<file path="config.mk">
export PLATFORM = sky130hd
export DESIGN_NAME = sine_quad_mapper
export DESIGN_NICKNAME = d
export VERILOG_FILES = /design/src/rtl/sqm_pkg.sv /design/src/rtl/sqm_fold_stage.sv /design/src/rtl/sqm_lookup_stage.sv /design/src/rtl/sqm_combine_stage.sv /design/src/rtl/sine_quad_mapper.sv
export SDC_FILE = /design/constraint.sdc
export NUM_CORES = 2
export LEC_CHECK = 0
export BUFFER_PORTS_ARGS = -buffer_cell sky130_fd_sc_hd__buf_2
export CORE_MARGIN = 1
export CORE_UTILIZATION = 55
export DETAILED_ROUTE_END_ITERATION = 8
export PLACE_DENSITY = 0.76
export SKIP_CTS_REPAIR_TIMING = 1
export SLEW_MARGIN = 10
export SYNTH_ARGS = -nofsm -noshare
export SYNTH_HDL_FRONTEND = slang
export SYNTH_SLANG_ARGS = --single-unit
</file>
<file path="constraint.sdc">
create_clock -name clk -period 12.4 [get_ports clk]
set_input_delay 1.24 -clock clk [delete_from_list [all_inputs] [get_ports clk]]
set_output_delay 1.24 -clock clk [all_outputs]
set_load 0.03 [all_outputs]
</file>
<file path="src/rtl/sqm_pkg.sv">
// Package: shared quadrant type and constant-time sine helpers for the mapper.
// Assumes: angles are given in half-steps of a quadrant split into 2**hs_log2 parts.
package sqm_pkg;

    // Quadrant selected by the two top phase bits.
    typedef enum logic [1:0] {
        Q_RISE   = 2'b00,
        Q_FALL   = 2'b01,
        Q_NRISE  = 2'b10,
        Q_NFALL  = 2'b11
    } quad_e;

    // pi/2 in Q30 fixed point.
    localparam longint HALF_PI_Q30 = 64'sd1686629713;

    // Rounded sin(pi/2 * hs / 2**hs_log2) scaled by 2**frac_w (Taylor series to x^11).
    function automatic longint sin_fixed(input longint hs, input int hs_log2, input int frac_w);
        longint x;
        longint x2;
        longint term;
        longint acc;
        x    = (HALF_PI_Q30 * hs) >>> hs_log2;
        x2   = (x * x) >>> 30;
        term = x;
        acc  = x;
        for (int k = 1; k <= 5; k++) begin
            term = -((term * x2) >>> 30) / longint'((2 * k) * (2 * k + 1));
            acc  = acc + term;
        end
        return (acc + (longint'(1) <<< (29 - frac_w))) >>> (30 - frac_w);
    endfunction

    // Rounded angle of one half-step, scaled by 2**(frac_w+guard).
    function automatic longint fine_step(input int hs_log2, input int frac_w, input int guard);
        return ((HALF_PI_Q30 <<< (frac_w + guard)) + (longint'(1) <<< (29 + hs_log2)))
               >>> (30 + hs_log2);
    endfunction

endpackage

</file>
<file path="src/rtl/sqm_fold_stage.sv">
// Stage 1: folds the phase into the first quadrant using XOR and registers the
// folded angle and the output sign. Assumes PHASE_W >= 3.
module sqm_fold_stage
    import sqm_pkg::*;
#(
    parameter int PHASE_W = 14,
    localparam int ANG_W  = PHASE_W - 2
) (
    input  logic               clk,
    input  logic               rst_n,
    input  logic [PHASE_W-1:0] phase_i,
    output logic               neg_o,
    output logic [ANG_W-1:0]   ang_o
);

    quad_e            quad;
    logic             mirror;
    logic [ANG_W-1:0] folded;

    // Decode quadrant and mirror the angle in falling quadrants.
    always_comb begin
        quad   = quad_e'(phase_i[PHASE_W-1 -: 2]);
        mirror = (quad == Q_FALL) || (quad == Q_NFALL);
        folded = phase_i[ANG_W-1:0] ^ {ANG_W{mirror}};
    end

    // Register folded angle and sign.
    always_ff @(posedge clk) begin
        if (!rst_n) begin
            neg_o <= 1'b0;
            ang_o <= '0;
        end else begin
            neg_o <= (quad == Q_NRISE) || (quad == Q_NFALL);
            ang_o <= folded;
        end
    end

endmodule

</file>
<file path="src/rtl/sqm_lookup_stage.sv">
// Stage 2: reads the coarse sine table twice (sine and, via complement index,
// cosine), the middle sine/cosine tables, and adds the fine linear term.
// Assumes ANG_W > 2*FIELD_W and FRAC_W <= 28. Cosine of the middle field is
// taken at the middle of its span.
module sqm_lookup_stage
    import sqm_pkg::*;
#(
    parameter int ANG_W   = 12,
    parameter int FIELD_W = 4,
    parameter int FRAC_W  = 16,
    localparam int UNIT_W = FRAC_W + 1
) (
    input  logic              clk,
    input  logic              rst_n,
    input  logic              neg_i,
    input  logic [ANG_W-1:0]  ang_i,
    output logic              neg_o,
    output logic [UNIT_W-1:0] sin_hi_o,
    output logic [UNIT_W-1:0] cos_hi_o,
    output logic [UNIT_W-1:0] sin_lo_o,
    output logic [UNIT_W-1:0] cos_lo_o
);

    localparam int FINE_W    = ANG_W - 2 * FIELD_W;
    localparam int HS_LOG2   = ANG_W + 1;
    localparam int N_ENT     = 1 << FIELD_W;
    localparam int COARSE_HS = 1 << (ANG_W - FIELD_W + 1);
    localparam int MID_HS    = 1 << (FINE_W + 1);
    localparam int GUARD     = 8;
    localparam logic [31:0] FINE_K = 32'(fine_step(HS_LOG2, FRAC_W, GUARD));
    localparam logic [31:0] FINE_RND = 32'(1) << (GUARD - 1);

    logic [UNIT_W-1:0] coarse_tab [N_ENT+1];
    logic [UNIT_W-1:0] mid_sin_tab [N_ENT];
    logic [UNIT_W-1:0] mid_cos_tab [N_ENT];

    // Coarse table, one extra entry holds the full-scale value for cos(0).
    for (genvar i = 0; i <= N_ENT; i++) begin : g_coarse
        localparam longint V = sin_fixed(longint'(i * COARSE_HS), HS_LOG2, FRAC_W);
        assign coarse_tab[i] = UNIT_W'(V);
    end

    // Middle tables: sine at span start, cosine at span centre.
    for (genvar j = 0; j < N_ENT; j++) begin : g_mid
        localparam longint VS = sin_fixed(longint'(j * MID_HS), HS_LOG2, FRAC_W);
        localparam longint VC = sin_fixed(longint'((1 << HS_LOG2) - (j * MID_HS + MID_HS / 2)),
                                          HS_LOG2, FRAC_W);
        assign mid_sin_tab[j] = UNIT_W'(VS);
        assign mid_cos_tab[j] = UNIT_W'(VC);
    end

    logic [FIELD_W-1:0] f_hi;
    logic [FIELD_W-1:0] f_mid;
    logic [FINE_W-1:0]  f_lo;
    logic [FIELD_W:0]   cos_idx;
    logic [UNIT_W-1:0]  fine_term;

    // Split angle, form complement index and the scaled fine term.
    always_comb begin
        f_hi      = ang_i[ANG_W-1 -: FIELD_W];
        f_mid     = ang_i[FINE_W +: FIELD_W];
        f_lo      = ang_i[FINE_W-1:0];
        cos_idx   = (FIELD_W+1)'(N_ENT) - (FIELD_W+1)'(f_hi);
        fine_term = UNIT_W'((32'({f_lo, 1'b1}) * FINE_K + FINE_RND) >> GUARD);
    end

    // Register table outputs and the first adder result.
    always_ff @(posedge clk) begin
        if (!rst_n) begin
            neg_o    <= 1'b0;
            sin_hi_o <= '0;
            cos_hi_o <= '0;
            sin_lo_o <= '0;
            cos_lo_o <= '0;
        end else begin
            neg_o    <= neg_i;
            sin_hi_o <= coarse_tab[{1'b0, f_hi}];
            cos_hi_o <= coarse_tab[cos_idx];
            sin_lo_o <= mid_sin_tab[f_mid] + fine_term;
            cos_lo_o <= mid_cos_tab[f_mid];
        end
    end

endmodule

</file>
<file path="src/rtl/sqm_combine_stage.sv">
// Stage 3: two products and one sum rebuild the sine, which is scaled to the
// output range, rounded, saturated and signed. Assumes unsigned Q(FRAC_W) inputs.
module sqm_combine_stage #(
    parameter int FRAC_W  = 16,
    parameter int AMP_W   = 12,
    localparam int UNIT_W = FRAC_W + 1
) (
    input  logic              clk,
    input  logic              rst_n,
    input  logic              neg_i,
    input  logic [UNIT_W-1:0] sin_hi_i,
    input  logic [UNIT_W-1:0] cos_hi_i,
    input  logic [UNIT_W-1:0] sin_lo_i,
    input  logic [UNIT_W-1:0] cos_lo_i,
    output logic [AMP_W-1:0]  amp_o
);

    localparam int PROD_W = 2 * UNIT_W;
    localparam int SUM_W  = PROD_W + 1;
    localparam int SCL_W  = SUM_W + AMP_W;
    localparam logic [SCL_W-1:0] AMP_MAX = SCL_W'((1 << (AMP_W - 1)) - 1);
    localparam logic [SCL_W-1:0] RND_C   = SCL_W'(1) << (2 * FRAC_W - 1);

    logic [PROD_W-1:0] prod_a;
    logic [PROD_W-1:0] prod_b;
    logic [SUM_W-1:0]  sum_ab;
    logic [SCL_W-1:0]  scaled;
    logic [SCL_W-1:0]  mag_full;
    logic [AMP_W-1:0]  mag;

    // Angle-sum identity, scaling and saturation.
    always_comb begin
        prod_a   = PROD_W'(sin_hi_i) * PROD_W'(cos_lo_i);
        prod_b   = PROD_W'(cos_hi_i) * PROD_W'(sin_lo_i);
        sum_ab   = SUM_W'(prod_a) + SUM_W'(prod_b);
        scaled   = SCL_W'(sum_ab) * AMP_MAX + RND_C;
        mag_full = scaled >> (2 * FRAC_W);
        mag      = (mag_full > AMP_MAX) ? AMP_W'(AMP_MAX) : AMP_W'(mag_full);
    end

    // Apply sign by XOR and increment, then register.
    always_ff @(posedge clk) begin
        if (!rst_n) begin
            amp_o <= '0;
        end else begin
            amp_o <= (mag ^ {AMP_W{neg_i}}) + AMP_W'(neg_i);
        end
    end

endmodule

</file>
<file path="src/rtl/sine_quad_mapper.sv">
// Top: phase word to signed sine amplitude through fold, lookup and combine
// stages (three register stages). Assumes PHASE_W-2 > 2*FIELD_W.
module sine_quad_mapper #(
    parameter int PHASE_W = 14,
    parameter int AMP_W   = 12,
    parameter int FIELD_W = 4,
    parameter int FRAC_W  = 16
) (
    input  logic               clk,
    input  logic               rst_n,
    input  logic [PHASE_W-1:0] phase_i,
    output logic [AMP_W-1:0]   amp_o
);

    localparam int ANG_W  = PHASE_W - 2;
    localparam int UNIT_W = FRAC_W + 1;

    logic              s1_neg;
    logic [ANG_W-1:0]  s1_ang;
    logic              s2_neg;
    logic [UNIT_W-1:0] s2_sin_hi;
    logic [UNIT_W-1:0] s2_cos_hi;
    logic [UNIT_W-1:0] s2_sin_lo;
    logic [UNIT_W-1:0] s2_cos_lo;

    sqm_fold_stage #(.PHASE_W(PHASE_W)) fold_i (
        .clk     (clk),
        .rst_n   (rst_n),
        .phase_i (phase_i),
        .neg_o   (s1_neg),
        .ang_o   (s1_ang)
    );

    sqm_lookup_stage #(.ANG_W(ANG_W), .FIELD_W(FIELD_W), .FRAC_W(FRAC_W)) lookup_i (
        .clk      (clk),
        .rst_n    (rst_n),
        .neg_i    (s1_neg),
        .ang_i    (s1_ang),
        .neg_o    (s2_neg),
        .sin_hi_o (s2_sin_hi),
        .cos_hi_o (s2_cos_hi),
        .sin_lo_o (s2_sin_lo),
        .cos_lo_o (s2_cos_lo)
    );

    sqm_combine_stage #(.FRAC_W(FRAC_W), .AMP_W(AMP_W)) combine_i (
        .clk      (clk),
        .rst_n    (rst_n),
        .neg_i    (s2_neg),
        .sin_hi_i (s2_sin_hi),
        .cos_hi_i (s2_cos_hi),
        .sin_lo_i (s2_sin_lo),
        .cos_lo_i (s2_cos_lo),
        .amp_o    (amp_o)
    );

endmodule

</file>
==> impl_metrics.tcl <==
set metrics [dict create \
    final_layout_size_suffix_gt1_frac 0.158 \
    finClkSkew_ps 6.83 \
    hp-class "flop to flop" \
    yosys.area.top_type "fa_1" \
    grt_overflow_total 0 \
    r2r-start "lookup_i.cos_lo_o[4]" \
    track_usage 0.264 \
    first_pass_iters 5 \
    rsz0062_at_grt "yes" \
    grt_pass1_vias 23700 \
    io_buffers 27 \
    rows 85 \
    hpwl_um 61600 \
    nFillCells 4185 \
    ys.flop_type "dfxtp_1" \
    syn-cell-area_um2 29900 \
    holdPathEnd "lookup_i.neg_o" \
    multi_input_area_um2 24900 \
    diodes 0 \
    wl_um 70300 \
    reg2reg_depth 49 \
    synth_top_cell_area_share 0.443 \
    yosysWarnings 0 \
    reg2reg_to "combine_i.amp_o[8]" \
    hold_viol 0 \
    syn_inst 3250 \
    die_y_um 235 \
    clockBufferDepth 2 \
    io_pins 28 \
    wl_per_cell_um 16.4 \
    async_reset_ff_frac 0 \
    finalSetupViolCount 12 \
    start_util 0.557 \
    synth_area_leaders "fa_1, ha_1, inv_1" \
    drc 0 \
    hold_depth 1 \
    cp-start-kind "flop" \
    finalCriticalPeriod_ps 13290 \
    status "complete, but fails checks" \
    vias_per_cell 5.20 \
    yosysSeqAreaShare 0.0563 \
    clk_latency_ps 370 \
    cts.sinks 84 \
    slew_headroom 0.242 \
    dr_total_vias 22300 \
    area_delta_synth_final_pct 15.4 \
    worstMarginPinSlew_ps 1130 \
    ys_types 76 \
    violations "negative setup slack" \
    synth_edf_count 0 \
    syn_area_per_cell_um2 9.20 \
    crit_path_frequent_cell "fa_1" \
    dieArea_um2 55300 \
    finalCritPeriodShare 1.07 \
    ant_nets 0 \
    holdCritStartpoint "fold_i.neg_o" \
    path_clk_slew_ps 70 \
    cts_inserted_buffers 9 \
    cpPeakStageDelay_ps 590 \
    cts_tree "yes" \
    die_x_um 235 \
    endpoint_kind "flop" \
    critPathKind "flop to flop" \
    finish.utilization 0.642 \
    final-seq-area_um2 1740 \
    nets 4633 \
    setup_ws_ps -886 \
    grt_pass1_wl_um 117000 \
    grt_max_degree 56 \
    drtIter0Drc 1186 \
    cp_max_fo 14 \
    cp.arrival_ps 13510 \
    antenna_found_initial 3 \
    cts.root.buffer_cell "clkbuf_16" \
    ys_ff_latch 84 \
    place_congestion 0.889 \
    cts_max_level 3 \
    syn_nets 4296 \
    required_ps 12630 \
    maxSlewViolCount 0 \
    cap_violations 0 \
    preCtsSetupSlack_ps -1080 \
    ff2ff_setup_slack_ps -890 \
    cp_slowest_cell "fa_1" \
    core_um2 53700 \
    fmax_mhz 75.3 \
]
-- sequential cells by signal, summed over array words and instances, names as in the netlist --
signal	cells
lookup_i.sin_hi_o	16
lookup_i.neg_o	1
fold_i.neg_o	1
combine_i.amp_o	12
lookup_i.cos_lo_o	11
fold_i.ang_o	12
lookup_i.cos_hi_o	17
lookup_i.sin_lo_o	14
-- logic make-up after synthesis --
kind of cell,after synthesis,share of synthesized area
flip-flops,84,0.0563
AO/OA/AOI/OAI,301,0.0653
other,1,0.000125
multiplexers,6,0.00243
AND/OR/NAND/NOR,737,0.124
adder cells (fa/ha/maj),1030,0.597
XOR/XNOR,101,0.0296
buffers and inverters,990,0.125
-- layout by cell type, fill, tap and decap left out, types with 10 or more instances in the layout --
cell and n:
o21a_1 12, a21o_1 24, ha_1 361, a21oi_1 93
nor3_1 29, inv_1 881, xnor2_1 72, dfxtp_2 15
o21ai_1 10, buf_2 27, buf_12 12, fa_2 12
nor2_1 118, buf_4 371, inv_2 13, and2_1 253
nand3_1 16, nand4_1 12, xor2_1 23, dfxtp_4 11
a211oi_1 17, nand2b_1 16, o21ai_0 52, nand2_1 227
fa_1 649, nor2b_1 14, dfxtp_1 58
-- stage by stage --
| stage | area, um2 | cells | hold slack, ps | TNS (ps) |
|---|---|---|---|---|
| 6_report | 34500 | 4288 | 436 | -8830 |
| 5_1_grt | 34500 | 4288 | 443 | -14380 |
| 4_1_cts | 34100 | 4279 | 438 | -11420 |
| 3_5_place_dp | 33800 | 4263 | 422 | -10680 |
| 3_3_place_gp | 33800 | 4263 | 424 | -6310 |
| 2_1_floorplan | 30200 | 3250 | 412 | -3460 |
-- how the worst max path moves through the flow --
stage                          from                  to  slack (ps)
2_1_floorplan  lookup_i.sin_lo_o[6]  combine_i.amp_o[6]        -570
3_3_place_gp   lookup_i.sin_hi_o[9]  combine_i.amp_o[9]        -690
3_5_place_dp   lookup_i.cos_lo_o[4]  combine_i.amp_o[9]       -1080
4_1_cts        lookup_i.cos_lo_o[4]  combine_i.amp_o[9]       -1140
5_1_grt        lookup_i.sin_lo_o[2]  combine_i.amp_o[6]       -1360
6_report       lookup_i.cos_lo_o[4]  combine_i.amp_o[8]        -890
-- cell type report --
type                            count  area share
Clock buffer                       11     0.00675
Clock inverter                      5     0.00247
Timing Repair Buffer              421      0.0955
Multi-Input combinational cell   2176       0.722
Inverter                          895      0.0974
Sequential cell                    84      0.0505
Tap cell                          696      0.0253
-- metal layers --
layer	vias to the layer above	routed length, um	GRT usage
li1	10400	-	-
met1	11100	28200	0.344
met2	659	35500	0.452
met3	154	3830	0.0318
met4	6	2720	0.100
met5	-	34	0
-- cell usage after synthesis (3+ instances only) --
cell type,instances
xnor2_1,76
a21oi_1,101
nor2_1,122
a221oi_1,5
nand3_1,18
ha_1,369
o2111ai_1,3
o21ai_1,9
xor2_1,25
o22a_1,3
a21o_1,24
a31oi_1,7
and4_1,3
nand4_1,12
inv_1,893
nor4_1,4
mux2i_1,5
nand2b_1,16
and2_1,264
and3_1,7
o21bai_1,9
fa_1,661
o21a_1,12
o31a_1,3
a22oi_1,3
or2_2,4
a211oi_2,4
clkbuf_1,82
dfxtp_1,84
a311oi_1,7
o21ai_0,56
nor3_1,29
nor2b_1,14
o211ai_1,3
nand2_1,233
buf_1,9
a211oi_1,20
-- critical path, delay by kind of cell, from the launching register on --
kind | cells | cell delay, ps
AOI/OAI and AO/OA | 18 | 4020
adders and majority gates | 15 | 6930
and+or+nand+nor | 6 | 820
xor gates and xnor gates | 1 | 190
muxes | 1 | 240
DFF | 1 | 410
buffers and inverters | 8 | 530
Power is left out: the tool's default activity adds up to more than one toggle a clock period on the data nets, which glitch-free logic cannot reach.
